[src/rtl/ser_prom_pkg.sv]
package ser_prom_pkg;
  localparam logic [1:0] OP_EXT   = 2'b00;
  localparam logic [1:0] OP_WRITE = 2'b01;
  localparam logic [1:0] OP_ERASE = 2'b11;
  localparam logic [1:0] EXT_BULK = 2'b10;

  typedef enum logic [1:0] {
    CMD_NONE,
    CMD_WRITE,
    CMD_ERASE,
    CMD_BULK
  } cmd_e;

  typedef enum logic [1:0] {
    F_HUNT,
    F_SHIFT,
    F_ARMED,
    F_DEAD
  } frame_st_e;
endpackage

[src/rtl/ser_prom_sync.sv]
module ser_prom_sync #(
  parameter int W = 3
) (
  input  logic         clk,
  input  logic         rst,
  input  logic [W-1:0] d_in,
  output logic [W-1:0] d_out
);
  for (genvar i = 0; i < W; i++) begin : g_bit
    logic meta_q, stab_q;
    always_ff @(posedge clk) begin
      if (rst) begin
        meta_q <= 1'b0;
        stab_q <= 1'b0;
      end else begin
        meta_q <= d_in[i];
        stab_q <= meta_q;
      end
    end
    assign d_out[i] = stab_q;
  end
endmodule

[src/rtl/ser_prom_frame.sv]
module ser_prom_frame
  import ser_prom_pkg::*;
#(
  parameter int ADDR_W = 6,
  parameter int DATA_W = 16
) (
  input  logic              clk,
  input  logic              rst,
  input  logic              cs_s,
  input  logic              sck_s,
  input  logic              sdi_s,
  output logic              cmd_vld,
  output cmd_e              cmd,
  output logic [ADDR_W-1:0] cmd_addr,
  output logic [DATA_W-1:0] cmd_data
);
  localparam int HDR  = 2 + ADDR_W;
  localparam int FULL = HDR + DATA_W;
  localparam int CW   = $clog2(FULL + 1);
  localparam logic [CW-1:0] OP_LAST  = CW'(1);
  localparam logic [CW-1:0] HDR_LAST = CW'(HDR - 1);
  localparam logic [CW-1:0] ALL_LAST = CW'(FULL - 1);

  frame_st_e         state;
  logic [CW-1:0]     cnt;
  logic [1:0]        op;
  logic [ADDR_W-1:0] addr;
  logic [DATA_W-1:0] data;
  logic              sck_q, cs_q;
  logic              sck_rise, cs_fall;
  cmd_e              dec;

  assign sck_rise = sck_s & ~sck_q;
  assign cs_fall  = cs_q & ~cs_s;

  always_comb begin
    if (op == OP_WRITE)
      dec = CMD_WRITE;
    else if (op == OP_ERASE)
      dec = CMD_ERASE;
    else if (op == OP_EXT && addr[ADDR_W-1 -: 2] == EXT_BULK)
      dec = CMD_BULK;
    else
      dec = CMD_NONE;
  end

  always_ff @(posedge clk) begin
    if (rst) begin
      state    <= F_HUNT;
      cnt      <= '0;
      op       <= '0;
      addr     <= '0;
      data     <= '0;
      sck_q    <= 1'b0;
      cs_q     <= 1'b0;
      cmd_vld  <= 1'b0;
      cmd      <= CMD_NONE;
      cmd_addr <= '0;
      cmd_data <= '0;
    end else begin
      sck_q   <= sck_s;
      cs_q    <= cs_s;
      cmd_vld <= 1'b0;
      if (!cs_s) begin
        // deselect: commit only from the armed window, else abort
        state <= F_HUNT;
        cnt   <= '0;
        if (cs_fall && state == F_ARMED) begin
          cmd_vld  <= 1'b1;
          cmd      <= dec;
          cmd_addr <= addr;
          cmd_data <= data;
        end
      end else if (sck_rise) begin
        case (state)
          F_HUNT: begin
            if (sdi_s) begin
              state <= F_SHIFT;
              cnt   <= '0;
            end
          end
          F_SHIFT: begin
            cnt <= cnt + 1'b1;
            if (cnt <= OP_LAST)
              op <= {op[0], sdi_s};
            else if (cnt <= HDR_LAST)
              addr <= {addr[ADDR_W-2:0], sdi_s};
            else
              data <= {data[DATA_W-2:0], sdi_s};
            if ((cnt == HDR_LAST && op != OP_WRITE) || cnt == ALL_LAST)
              state <= F_ARMED;
          end
          F_ARMED: state <= F_DEAD;
          default: state <= F_DEAD;
        endcase
      end
    end
  end
endmodule

[src/rtl/ser_prom_ctrl.sv]
module ser_prom_ctrl
  import ser_prom_pkg::*;
#(
  parameter int ADDR_W    = 6,
  parameter int DATA_W    = 16,
  parameter int CYCLE_LEN = 100
) (
  input  logic              clk,
  input  logic              rst,
  input  logic              cmd_vld,
  input  cmd_e              cmd,
  input  logic [ADDR_W-1:0] cmd_addr,
  input  logic [DATA_W-1:0] cmd_data,
  output logic              busy,
  output logic              mem_we,
  output logic [ADDR_W-1:0] mem_addr,
  output logic [DATA_W-1:0] mem_wd
);
  localparam int TW = $clog2(CYCLE_LEN + 1);
  localparam logic [TW-1:0] T_LOAD = TW'(CYCLE_LEN - 1);

  logic [TW-1:0]     timer;
  logic              pend_write;
  logic [ADDR_W-1:0] pend_addr;
  logic [DATA_W-1:0] pend_data;
  logic              sweep_on;
  logic [ADDR_W-1:0] sweep_addr;

  always_ff @(posedge clk) begin
    if (rst) begin
      busy       <= 1'b0;
      timer      <= '0;
      pend_write <= 1'b0;
      pend_addr  <= '0;
      pend_data  <= '0;
      sweep_on   <= 1'b0;
      sweep_addr <= '0;
      mem_we     <= 1'b0;
      mem_addr   <= '0;
      mem_wd     <= '0;
    end else begin
      mem_we <= 1'b0;
      if (!busy) begin
        if (cmd_vld && cmd != CMD_NONE) begin
          busy       <= 1'b1;
          timer      <= T_LOAD;
          pend_write <= (cmd == CMD_WRITE);
          pend_addr  <= cmd_addr;
          pend_data  <= cmd_data;
          mem_we     <= 1'b1;
          mem_wd     <= '1;
          if (cmd == CMD_BULK) begin
            sweep_on   <= 1'b1;
            sweep_addr <= ADDR_W'(1);
            mem_addr   <= '0;
          end else begin
            mem_addr <= cmd_addr;
          end
        end
      end else begin
        if (sweep_on) begin
          mem_we     <= 1'b1;
          mem_addr   <= sweep_addr;
          mem_wd     <= '1;
          sweep_addr <= sweep_addr + 1'b1;
          if (sweep_addr == '1)
            sweep_on <= 1'b0;
        end
        if (timer == '0) begin
          busy <= 1'b0;
          if (pend_write) begin
            mem_we   <= 1'b1;
            mem_addr <= pend_addr;
            mem_wd   <= pend_data;
          end
        end else begin
          timer <= timer - 1'b1;
        end
      end
    end
  end
endmodule

[src/rtl/ser_prom_mem.sv]
module ser_prom_mem #(
  parameter int ADDR_W = 6,
  parameter int DATA_W = 16
) (
  input  logic              clk,
  input  logic              we,
  input  logic [ADDR_W-1:0] waddr,
  input  logic [DATA_W-1:0] wdata,
  input  logic [ADDR_W-1:0] raddr,
  output logic [DATA_W-1:0] rdata
);
  localparam int DEPTH = 1 << ADDR_W;

  logic [DATA_W-1:0] mem [DEPTH];

  always_ff @(posedge clk) begin
    if (we)
      mem[waddr] <= wdata;
    rdata <= mem[raddr];
  end
endmodule

[src/rtl/ser_prom_slave.sv]
module ser_prom_slave
  import ser_prom_pkg::*;
#(
  parameter int ADDR_W    = 6,
  parameter int DATA_W    = 16,
  parameter int CYCLE_LEN = 100
) (
  input  logic              clk,
  input  logic              rst,
  input  logic              cs_in,
  input  logic              sck_in,
  input  logic              sdi_in,
  output logic              sdo_out,
  input  logic [ADDR_W-1:0] peek_addr,
  output logic [DATA_W-1:0] peek_data
);
  logic              cs_s, sck_s, sdi_s;
  logic              cmd_vld;
  cmd_e              cmd;
  logic [ADDR_W-1:0] cmd_addr;
  logic [DATA_W-1:0] cmd_data;
  logic              busy;
  logic              mem_we;
  logic [ADDR_W-1:0] mem_addr;
  logic [DATA_W-1:0] mem_wd;

  ser_prom_sync #(.W(3)) u_sync (
    .clk   (clk),
    .rst   (rst),
    .d_in  ({cs_in, sck_in, sdi_in}),
    .d_out ({cs_s, sck_s, sdi_s})
  );

  ser_prom_frame #(.ADDR_W(ADDR_W), .DATA_W(DATA_W)) u_frame (
    .clk      (clk),
    .rst      (rst),
    .cs_s     (cs_s),
    .sck_s    (sck_s),
    .sdi_s    (sdi_s),
    .cmd_vld  (cmd_vld),
    .cmd      (cmd),
    .cmd_addr (cmd_addr),
    .cmd_data (cmd_data)
  );

  ser_prom_ctrl #(.ADDR_W(ADDR_W), .DATA_W(DATA_W), .CYCLE_LEN(CYCLE_LEN)) u_ctrl (
    .clk      (clk),
    .rst      (rst),
    .cmd_vld  (cmd_vld),
    .cmd      (cmd),
    .cmd_addr (cmd_addr),
    .cmd_data (cmd_data),
    .busy     (busy),
    .mem_we   (mem_we),
    .mem_addr (mem_addr),
    .mem_wd   (mem_wd)
  );

  ser_prom_mem #(.ADDR_W(ADDR_W), .DATA_W(DATA_W)) u_mem (
    .clk   (clk),
    .we    (mem_we),
    .waddr (mem_addr),
    .wdata (mem_wd),
    .raddr (peek_addr),
    .rdata (peek_data)
  );

  always_ff @(posedge clk) begin
    if (rst)
      sdo_out <= 1'b1;
    else
      sdo_out <= cs_s ? ~busy : 1'b1;
  end
endmodule

[config.mk]
export PLATFORM = sky130hd
export DESIGN_NAME = ser_prom_slave
export DESIGN_NICKNAME = d
export VERILOG_FILES = /design/src/rtl/ser_prom_pkg.sv /design/src/rtl/ser_prom_sync.sv /design/src/rtl/ser_prom_frame.sv /design/src/rtl/ser_prom_ctrl.sv /design/src/rtl/ser_prom_mem.sv /design/src/rtl/ser_prom_slave.sv
export SDC_FILE = /design/constraint.sdc
export NUM_CORES = 1
export LEC_CHECK = 0
export BUFFER_PORTS_ARGS = -buffer_cell sky130_fd_sc_hd__buf_2
export CORE_ASPECT_RATIO = 0.8
export CORE_MARGIN = 1.5
export CORE_UTILIZATION = 48
export CTS_CLUSTER_SIZE = 16
export DETAILED_ROUTE_END_ITERATION = 10
export PLACE_DENSITY = 0.72
export SLEW_MARGIN = 20
export SYNTH_ARGS = -nofsm -noshare
export SYNTH_HDL_FRONTEND = slang
export SYNTH_SLANG_ARGS = --single-unit
[constraint.sdc]
create_clock -name clk -period 7.35 [get_ports clk]
set_clock_uncertainty 0.2 [all_clocks]
set_input_delay 0.735 -clock clk [delete_from_list [all_inputs] [get_ports clk]]
set_output_delay 0.735 -clock clk [all_outputs]
set_load 0.02 [all_outputs]
# After elaboration in Yosys (flattened, before gate mapping)
# Memory sizes are Yosys's and may differ from the RTL's. A register that Yosys moved wholly into a read port is not among the register bits.
# Cells that the tools add are included.
[classes] n_addsub=3 magnitude_cmp=2 n_eq_ne=15 muxes=41 bitwise=7 n_reduce_logical=24
[ops] cell="$mux W16" count=5
[ops] cell="$mux W6" count=10
[ops] cell="$mux W7" count=3
[ops] cell="$mux W1" count=15
[ops] cell="$mux W2" count=5
[ops] cell="$pmux W5 S2" count=1
[ops] cell="$reduce_and A5 Y1" count=2
[ops] cell="$reduce_and A3 Y1" count=3
[ops] cell="$eq A2 B2 Y1 const B" count=4
[ops] cell="$reduce_and A2 Y1" count=4
[ops] cell="$reduce_bool A2 Y1" count=4
[ops] cell="$logic_not A7 Y1" count=1
[ops] cell="$sub A7 B1 Y7 const B" count=1
[ops] cell="$add A6 B1 Y6 const B" count=1
[ops] cell="$eq A2 B1 Y1 const B" count=3
[ops] cell="$eq A6 B6 Y1 const B" count=1
[ops] cell="$ne A2 B2 Y1 const B" count=3
[ops] cell="$add A5 B1 Y5 const B" count=1
[ops] cell="$eq A5 B3 Y1 const B" count=1
[ops] cell="$eq A5 B5 Y1 const B" count=1
[ops] cell="$le A5 B1 Y1 const B" count=1
[ops] cell="$le A5 B3 Y1 const B" count=1
[ops] cell="$mux W5" count=1
[ops] cell="$not A1 Y1" count=5
[ops] cell="other kinds (8)" count=15
[totals] reg_bits=126 mem_bits_rw=1024 input_bits=11 out_inout_bits=17 n_memories=1
[memory_table] memory="u_mem.mem" words=64 width=16 read_ports=1 rd_ports_with_merged_regs=1 write_ports=1 line_no="ser_prom_mem.sv:14" text="logic [DATA_W-1:0] mem [DEPTH];"

# Logic depth before layout (Yosys ltp)
# Gate-level depths: netlist of the first run.
[logic_depth] word_depth=5 depth_mapped=9

# By module
# From an unflattened synthesis of the first run, not the netlist that was laid out.
[hier_totals] hier_cells=2384 hier_area_um2=45034.4
[by_module_without_submodules] mod="ser_prom_mem" instances=1 cells_each=1829 area_per_inst_um2=40044.7 seq_area_each_um2=31069.8
[by_module_without_submodules] mod="ser_prom_ctrl" instances=1 cells_each=271 area_per_inst_um2=2478.6 seq_area_each_um2=1221.2
[by_module_without_submodules] mod="ser_prom_frame" instances=1 cells_each=267 area_per_inst_um2=2303.5 seq_area_each_um2=1161.1
[by_module_without_submodules] mod="ser_prom_sync" instances=1 cells_each=15 area_per_inst_um2=180.2 seq_area_each_um2=120.1
[by_module_without_submodules] mod="ser_prom_slave" instances=1 cells_each=2 area_per_inst_um2=27.5 seq_area_each_um2=20.0

# Least setup slack after synthesis of the first run
# OpenSTA, ideal clock, no wires.
[synth_path] path_type="input-to-reg" start="input peek_addr[0]" end="register u_mem.rdata[13] (read register of u_mem.mem)" setup_time_ns=0.122 arrival_ns=2.377 setup_slack_ns=4.651 stages=7 path_cell_list="buf_6 -> buf_6 -> buf_2 -> mux4_2 -> a22oi_1 -> a31oi_1 -> a311o_1"
[synth_lines] element="start, declared" line_no="ser_prom_slave.sv:14" text="input logic [ADDR_W-1:0] peek_addr,"
[synth_lines] element="end, declared" line_no="ser_prom_mem.sv:10" text="output logic [DATA_W-1:0] rdata"

==> reports/results.ini, run 1 <==
[placement]
port_buffers = 27
gp_congestion = 0.830
dp_hpwl_um = 59600

[synthesis]
yosysUniqueCellTypes = 56
synth-main-ff-cell = edfxtp_1
synthCells = 2375
synth-seq-cells = 1166
synth_compound_area_share_pct = 3.92
seq_area_frac_synth_pct = 75.2
syn_area_sq_mm = 0.0447
yosys-mux-area-fraction_pct = 13.7
synth-simple-area-share_pct = 4.85
synth_edf_count = 1024
async_flop_share_pct = 0
synth_xor_area_share_pct = 0.0981
synthAdderAreaFrac_pct = 0.224
syn_nets = 2390
synth_top_family_by_area = multiplexers
synth.avg_cell_area_sq_um = 18.8
yosys_warnings = 0

[grt]
grt_max_degree = 116
first_global_vias = 23004
grt_use_total_pct = 22.0
overflow = 0
grt_pass1_wl_um = 152000
antenna_found_initial = 8

[route]
drc = 0
first_iter_violations = 3043
ant_nets = 0
wirelength_um = 104000
vias = 23420
via_per_inst = 6.23
drt_pass1_iterations = 5
post_drt_wl_per_cell_um = 27.7

[layout]
areaGrowthSynthToFinish_pct = 11.5
drive_gt1_share_pct = 22.2
fin_nets = 2470

[clock_network]
root_buffer = clkbuf_16
cts_setup_buffers = 0
cts_hold_buffers = 0
cts_tree = done
cts_resized = 0
htreeDepth = 3
cts_buffers = 106
clk_latency_ns = 0.67
cts_sinks = 1166
clock_path_buffers = 3
clk_pin_slew_ns = 0.06

[worst_setup_path]
worstPathMaxFanout = 80
worst_ep_required_time_ns = 7.62
crit_path_start_kind = input pin
critPathArrivalTime_ns = 3.83
reg2reg_from = u_ctrl.mem_addr[2]
critical_path_class = in2reg
end_kind = register
cp-startpoint = peek_addr[0]

[floorplanning]
initial_core_util_pct = 48.7
io_pins = 28
rows = 99
die_w_um = 344
coreArea_sq_mm = 0.0917
die_height_um = 276
die_area_sq_mm = 0.0949

[sta]
rsz0062_at_grt = no
worst_pin_slew_ns = 1.15
relSlewSlack_pct = 23.2
min_period_over_period_pct = 48.5
finalMaxSlewViolations = 0
whs_ns = 0.0716
min_period_ns = 3.56
setup_viol = 0
max_freq_mhz = 281
hold_viol_final = 0
setup_tns_ns = 0

[worst_hold_path]
hold_class = in2reg
min_from = sdi_in

[flow_run]
drv_cap = 0

[run_status]
outcome = complete, no violations

[power_and_ir_drop]
power.total_mw = 13.1
p_leak_nw = 15.9
powerDensity_mw_per_mm2 = 262
ir_drop_mv = 0.219

==> final timing paths <==
| kind | end | slack (ns) | depth (start not counted) |
|---|---|---|---|
| max reg2reg | u_mem.mem[19][10] | 4.26 | 4 |
| max | u_mem.rdata[15] | 3.79 | 7 |
| min | u_sync.g_bit[0].meta_q | 0.07 | 2 |
| min reg2reg | u_sync.g_bit[1].stab_q | 0.24 | 1 |
==> per-stage QoR <==
stage | setup slack, ns | instances | instance area, sq um | utilization, %
floorplan | 4.65 | 2375 | 44700 | -
global placement | 2.79 | 3558 | 46300 | 50.5
detailed placement | 3.10 | 3558 | 46300 | 50.5
CTS | 3.82 | 3755 | 49800 | 54.3
global route | 3.61 | 3756 | 49800 | 54.3
finish | 3.79 | 3760 | 49800 | 54.3
==> layout by cell type, fill, tap and decap left out, types with 8 or more instances in the layout <==
| master | count |
|---|---|
| buf_2 | 23 |
| nor4b_1 | 12 |
| o21ai_0 | 42 |
| o22ai_1 | 76 |
| nor2_1 | 148 |
| dfxtp_1 | 125 |
| nand2b_1 | 13 |
| o221ai_1 | 16 |
| clkinv_1 | 18 |
| nor3_1 | 32 |
| edfxtp_1 | 1024 |
| nand2_1 | 140 |
| clkbuf_1 | 28 |
| o21ai_1 | 10 |
| buf_4 | 91 |
| mux2i_1 | 38 |
| bufinv_16 | 8 |
| a211oi_1 | 54 |
| clkbuf_16 | 109 |
| clkinv_2 | 13 |
| clkbuf_8 | 12 |
| dfxtp_2 | 14 |
| nor2b_1 | 43 |
| a21oi_1 | 56 |
| nand3_1 | 20 |
| mux4_2 | 253 |
| or3_1 | 15 |
| inv_1 | 14 |
==> cell families (layout without fill, tap and decap cells) <==
family | Yosys count | in the layout
DFF | 1166 | 1166
other | 0 | 4
AOI/OAI and AO/OA | 278 | 278
adders and majority gates | 9 | 9
and+or+nand+nor | 459 | 459
muxes | 295 | 295
buffers and inverters | 163 | 332
xor gates and xnor gates | 5 | 5
==> registers in the layout, indices dropped and copies added, names as in the netlist, 7 cells and up <==
| signal | cells |
|---|---|
| u_frame.data | 16 |
| u_mem.mem | 1024 |
| u_ctrl.timer | 7 |
| u_frame.cmd_data | 16 |
| u_mem.rdata | 16 |
| u_ctrl.mem_wd | 16 |
| u_ctrl.pend_data | 16 |
==> area by class of cell <==
| cell class | instances | area [sq um] |
|---|---|---|
| diodes | 4 | 10.0 |
| clock buffers | 152 | 3010 |
| clock inverters | 45 | 430 |
| fillers | 6821 | 41900 |
| inverters | 14 | 52.6 |
| multi-input cells | 1046 | 10300 |
| flip-flops and latches | 1166 | 33600 |
| well taps | 1212 | 1520 |
| repair buffers | 121 | 902 |
==> layer usage <==
| layer | global-route usage [%] | share of wire, % | up-vias |
|---|---|---|---|
| met1 | 31.2 | 40 | 12286 |
| met4 | 6.19 | 2.5 | 6 |
| li1 | - | - | 9746 |
| met2 | 32.9 | 45 | 1191 |
| met3 | 7.19 | 12 | 191 |
| met5 | 0 | 0.035 | - |
==> worst max-delay path, stage by stage <==
cell and delay [ns]:
buf_8 0.60, buf_12 0.53, mux4_2 0.61, nor2b_1 0.15, a211oi_1 0.37, or4b_2 0.37
o221ai_1 0.24
==> power by group <==
group	internal (mW)	switching (mW)	leakage [nW]
Combinational	0.182	0.255	3.59
Clock	3.12	2.36	1.68
Sequential	7.10	0.0293	10.6
Total	10.4	2.64	15.9
==> synthesized netlist by cell type (2+ instances only) <==
master	number	share of area [%]
nand2_1	140	1.2
or3b_2	2	0.039
a211oi_1	54	0.91
o31ai_1	4	0.067
a311o_1	2	0.045
a31oi_1	5	0.070
nor2_1	148	1.2
inv_1	14	0.12
a22oi_1	6	0.10
maj3_1	5	0.11
buf_4	11	0.18
ha_1	4	0.11
buf_2	33	0.37
nand2b_1	14	0.20
o22ai_1	76	1.1
o21ai_1	10	0.11
mux2_2	4	0.10
xor2_1	5	0.098
nor3_1	35	0.39
and3_1	2	0.028
or3_1	15	0.21
buf_12	3	0.13
nor2b_1	43	0.60
buf_6	16	0.40
nand4b_1	3	0.059
mux4_2	253	13
a21oi_1	56	0.63
buf_1	5	0.042
o21ai_0	42	0.47
and2_1	2	0.028
nand3_1	20	0.22
o221ai_1	16	0.31
nor4b_1	15	0.29
clkbuf_1	79	0.66
dfxtp_1	142	6.4
or2_2	3	0.042
a311oi_1	2	0.039
buf_8	2	0.067
edfxtp_1	1024	69
nand4_1	7	0.098
mux2i_1	38	0.85
Power figures use the tool's default switching activity.
==> inputs of run 2 (changes only) <==
ABC_AREA = 1   (was default)
clock period = 3.48 ns   (was 7.35 ns; I/O delays follow)
==> run 2 against run 1 <==
Cell count grew 50%; wire length grew 20%; worst setup slack worse by 3.1 ns; first-iteration DRC count is 51% higher; sequential share of layout area down 3.1 points; core utilization fell by 0.62 points; synthesized cell count is 78% higher; largest power group unchanged; combinational power grew to 3.2 times the previous value; register-to-register slack got worse by 3.6 ns; area after synthesis rose by 5.8%; global-route usage is 2.6 points higher.
==> reports/results.ini, run 2 <==
[clock_network]
cts_hold_buffers = 8
htreeDepth = 3
cts_setup_buffers = 0
cts_resized = 0
clock_path_buffers = 3
cts_tree = done
clk_latency_ns = 0.70
clk_pin_slew_ns = 0.07
cts_buffers = 107
cts_sinks = 1166
root_buffer = clkbuf_16

[synthesis]
synth_top_area_share_pct = 65.1
synth.area.top_cells = edfxtp_1 (65%), nand2_1 (11%), nand3_1 (9.4%)
synthCells = 4221
synth-seq-cells = 1166
synth_common_cells = nand2_1 (1424), edfxtp_1 (1024), nand3_1 (888), nor2_1 (162), dfxtp_1 (142)
async_flop_share_pct = 0
synth_edf_count = 1024
seq_area_frac_synth_pct = 71.1
yosysUniqueCellTypes = 37
synth-main-ff-cell = edfxtp_1
yosys_warnings = 0
syn_area_sq_mm = 0.0473
synth.avg_cell_area_sq_um = 11.2
synth_top_area_cell = edfxtp_1
syn_nets = 4236
yosysMostFrequentCell = nand2_1

[sta]
setup_tns_ns = 0
min_period_over_period_pct = 80.0
worst_pin_slew_ns = 1.06
rsz0062_at_grt = no
max_freq_mhz = 359
min_period_ns = 2.78
relSlewSlack_pct = 29.3
finalMaxSlewViolations = 0
setup_viol = 0
hold_viol_final = 0

[route]
vias = 32050
drc = 0
wirelength_um = 125000
first_iter_violations = 4580
ant_nets = 0
post_drt_wl_per_cell_um = 22.1
via_per_inst = 5.69
drt_pass1_iterations = 6

[worst_setup_path]
crit_path_start_kind = register
crit_cells = 5
timing.rr.end = u_mem.mem[3][13]
worst_ep_required_time_ns = 3.66
reg2reg_from = u_ctrl.mem_addr[0]
critPathArrivalTime_ns = 2.96
cp_top_family = simple AND/OR/NAND/NOR gates
worstPathCellList = inv_1 > nor3_1 > nand2_1 > nor2_1 > buf_4
endpoint = u_mem.mem[3][13]
slowest_stage = nor2_1
slowest_delay_ns = 0.62
ff2ff_path_depth = 5
cp-startpoint = u_ctrl.mem_addr[0]
worstPathMaxFanout = 12
path_buf_inv = 2
end_kind = register
critical_path_class = reg2reg
r2r_slack_ns = 0.70

[layout]
regMostFlops = u_mem.mem
areaGrowthSynthToFinish_pct = 10.4
drive_gt1_share_pct = 8.22
final_cell_mix = nand2_1 (1424), edfxtp_1 (1024), nand3_1 (888)
final_common_cell = nand2_1
fin_nets = 4266
largest_reg_flops = 1024
n_fill_cell = 8019
n_antenna_cell = 0
final_cell_area_sq_mm = 0.0522

[run_status]
outcome = complete, no violations

[placement]
port_buffers = 27
gp_congestion = 0.902
dp_hpwl_um = 71700
place_area_sq_mm = 0.0488

[grt]
overflow = 0
grt_pass1_wl_um = 188000
grt_max_degree = 132
first_global_vias = 30104
grt_use_total_pct = 24.6
antenna_found_initial = 2

[power_and_ir_drop]
powerDensity_mw_per_mm2 = 529
ir_drop_mv = 0.484
p_leak_nw = 19.2

[floorplanning]
initial_core_util_pct = 48.7
coreArea_sq_mm = 0.0971
rows = 102
io_pins = 28
die_w_um = 354
die_area_sq_mm = 0.100
die_height_um = 284

[flow_run]
drv_cap = 0

[worst_hold_path]
hold_class = in2reg

==> run 2: cell types whose count changed after synthesis, moves of 71 or more <==
cell / delta
nand2_1: +1284
nand3_1: +868
mux4_2: -253
inv_1: +82
o22ai_1: -76
buf_2: +71
==> run 2: final cells by class <==
type,instances,area (sq um),area share [%]
clock buffer,127,2880,5.52
tap,1300,1630,3.12
multi-input combinational,2697,11700,22.4
inverter,106,424,0.813
sequential,1166,33600,64.4
clock inverter,61,412,0.789
timing repair buffer,173,1540,2.95
==> run 2: stage by stage <==
| stage | instances | hold WS [ns] | power, mW | setup slack, ns | util, % |
|---|---|---|---|---|---|
| floorplan | 4221 | 0.188 | 16.3 | 0.490 | - |
| global placement | 5434 | 0.194 | 16.7 | 0.675 | 50.2 |
| detailed placement | 5434 | 0.195 | 16.7 | 0.662 | 50.2 |
| CTS | 5630 | 0.116 | 27.7 | 0.842 | 53.7 |
| global route | 5630 | 0.154 | 28.3 | 0.629 | 53.7 |
| finish | 5630 | 0.166 | 27.6 | 0.698 | 53.7 |
==> run 2: report_power, final <==
group / total [mW] / switching (mW) / internal (mW)
Clock: 11.1 / 5.04 / 6.09
Combinational: 1.42 / 1.03 / 0.390
Sequential: 15.0 / 0.0222 / 15.0
Total: 27.6 / 6.09 / 21.5
==> run 2: worst min-delay path by stage <==
stage | from | end | slack [ns] | cells after the start
after floorplan | u_sync.g_bit[0].meta_q | u_sync.g_bit[0].stab_q | 0.19 | 2
after detailed placement | u_sync.g_bit[1].meta_q | u_sync.g_bit[1].stab_q | 0.20 | 2
after CTS | peek_addr[4] | u_mem.rdata[0] | 0.12 | 5
final | peek_addr[4] | u_mem.rdata[0] | 0.17 | 5
after global placement | u_sync.g_bit[1].meta_q | u_sync.g_bit[1].stab_q | 0.19 | 2
after global routing | peek_addr[4] | u_mem.rdata[0] | 0.15 | 5
==> run 2: cell families after synthesis <==
family / Yosys count / share of synthesized area [%]
adder cells (fa/ha/maj): 4 / 0.106
AO/OA/AOI/OAI: 183 / 2.00
AND/OR/NAND/NOR: 2507 / 22.5
flip-flops: 1166 / 71.1
XOR/XNOR: 3 / 0.0556
buffers and inverters: 358 / 4.28
==> run 2: per-layer routing <==
metal / vias to the layer above / wire length, um / share of wire [%] / GRT usage, %
li1: 14672 / - / - / -
met1: 15310 / 51800 / 42 / 36.3
met2: 1835 / 54500 / 44 / 36.4
met3: 231 / 14300 / 11 / 5.20
met4: 2 / 4000 / 3.2 / 8.19
met5: - / 20 / 0.016 / 0
==> run 2: worst min-delay path: stages <==
cell and delay [ns]:
buf_2 0.15, buf_4 0.28, nand3_1 0.13, nand3_1 0.06, nand2_1 0.06
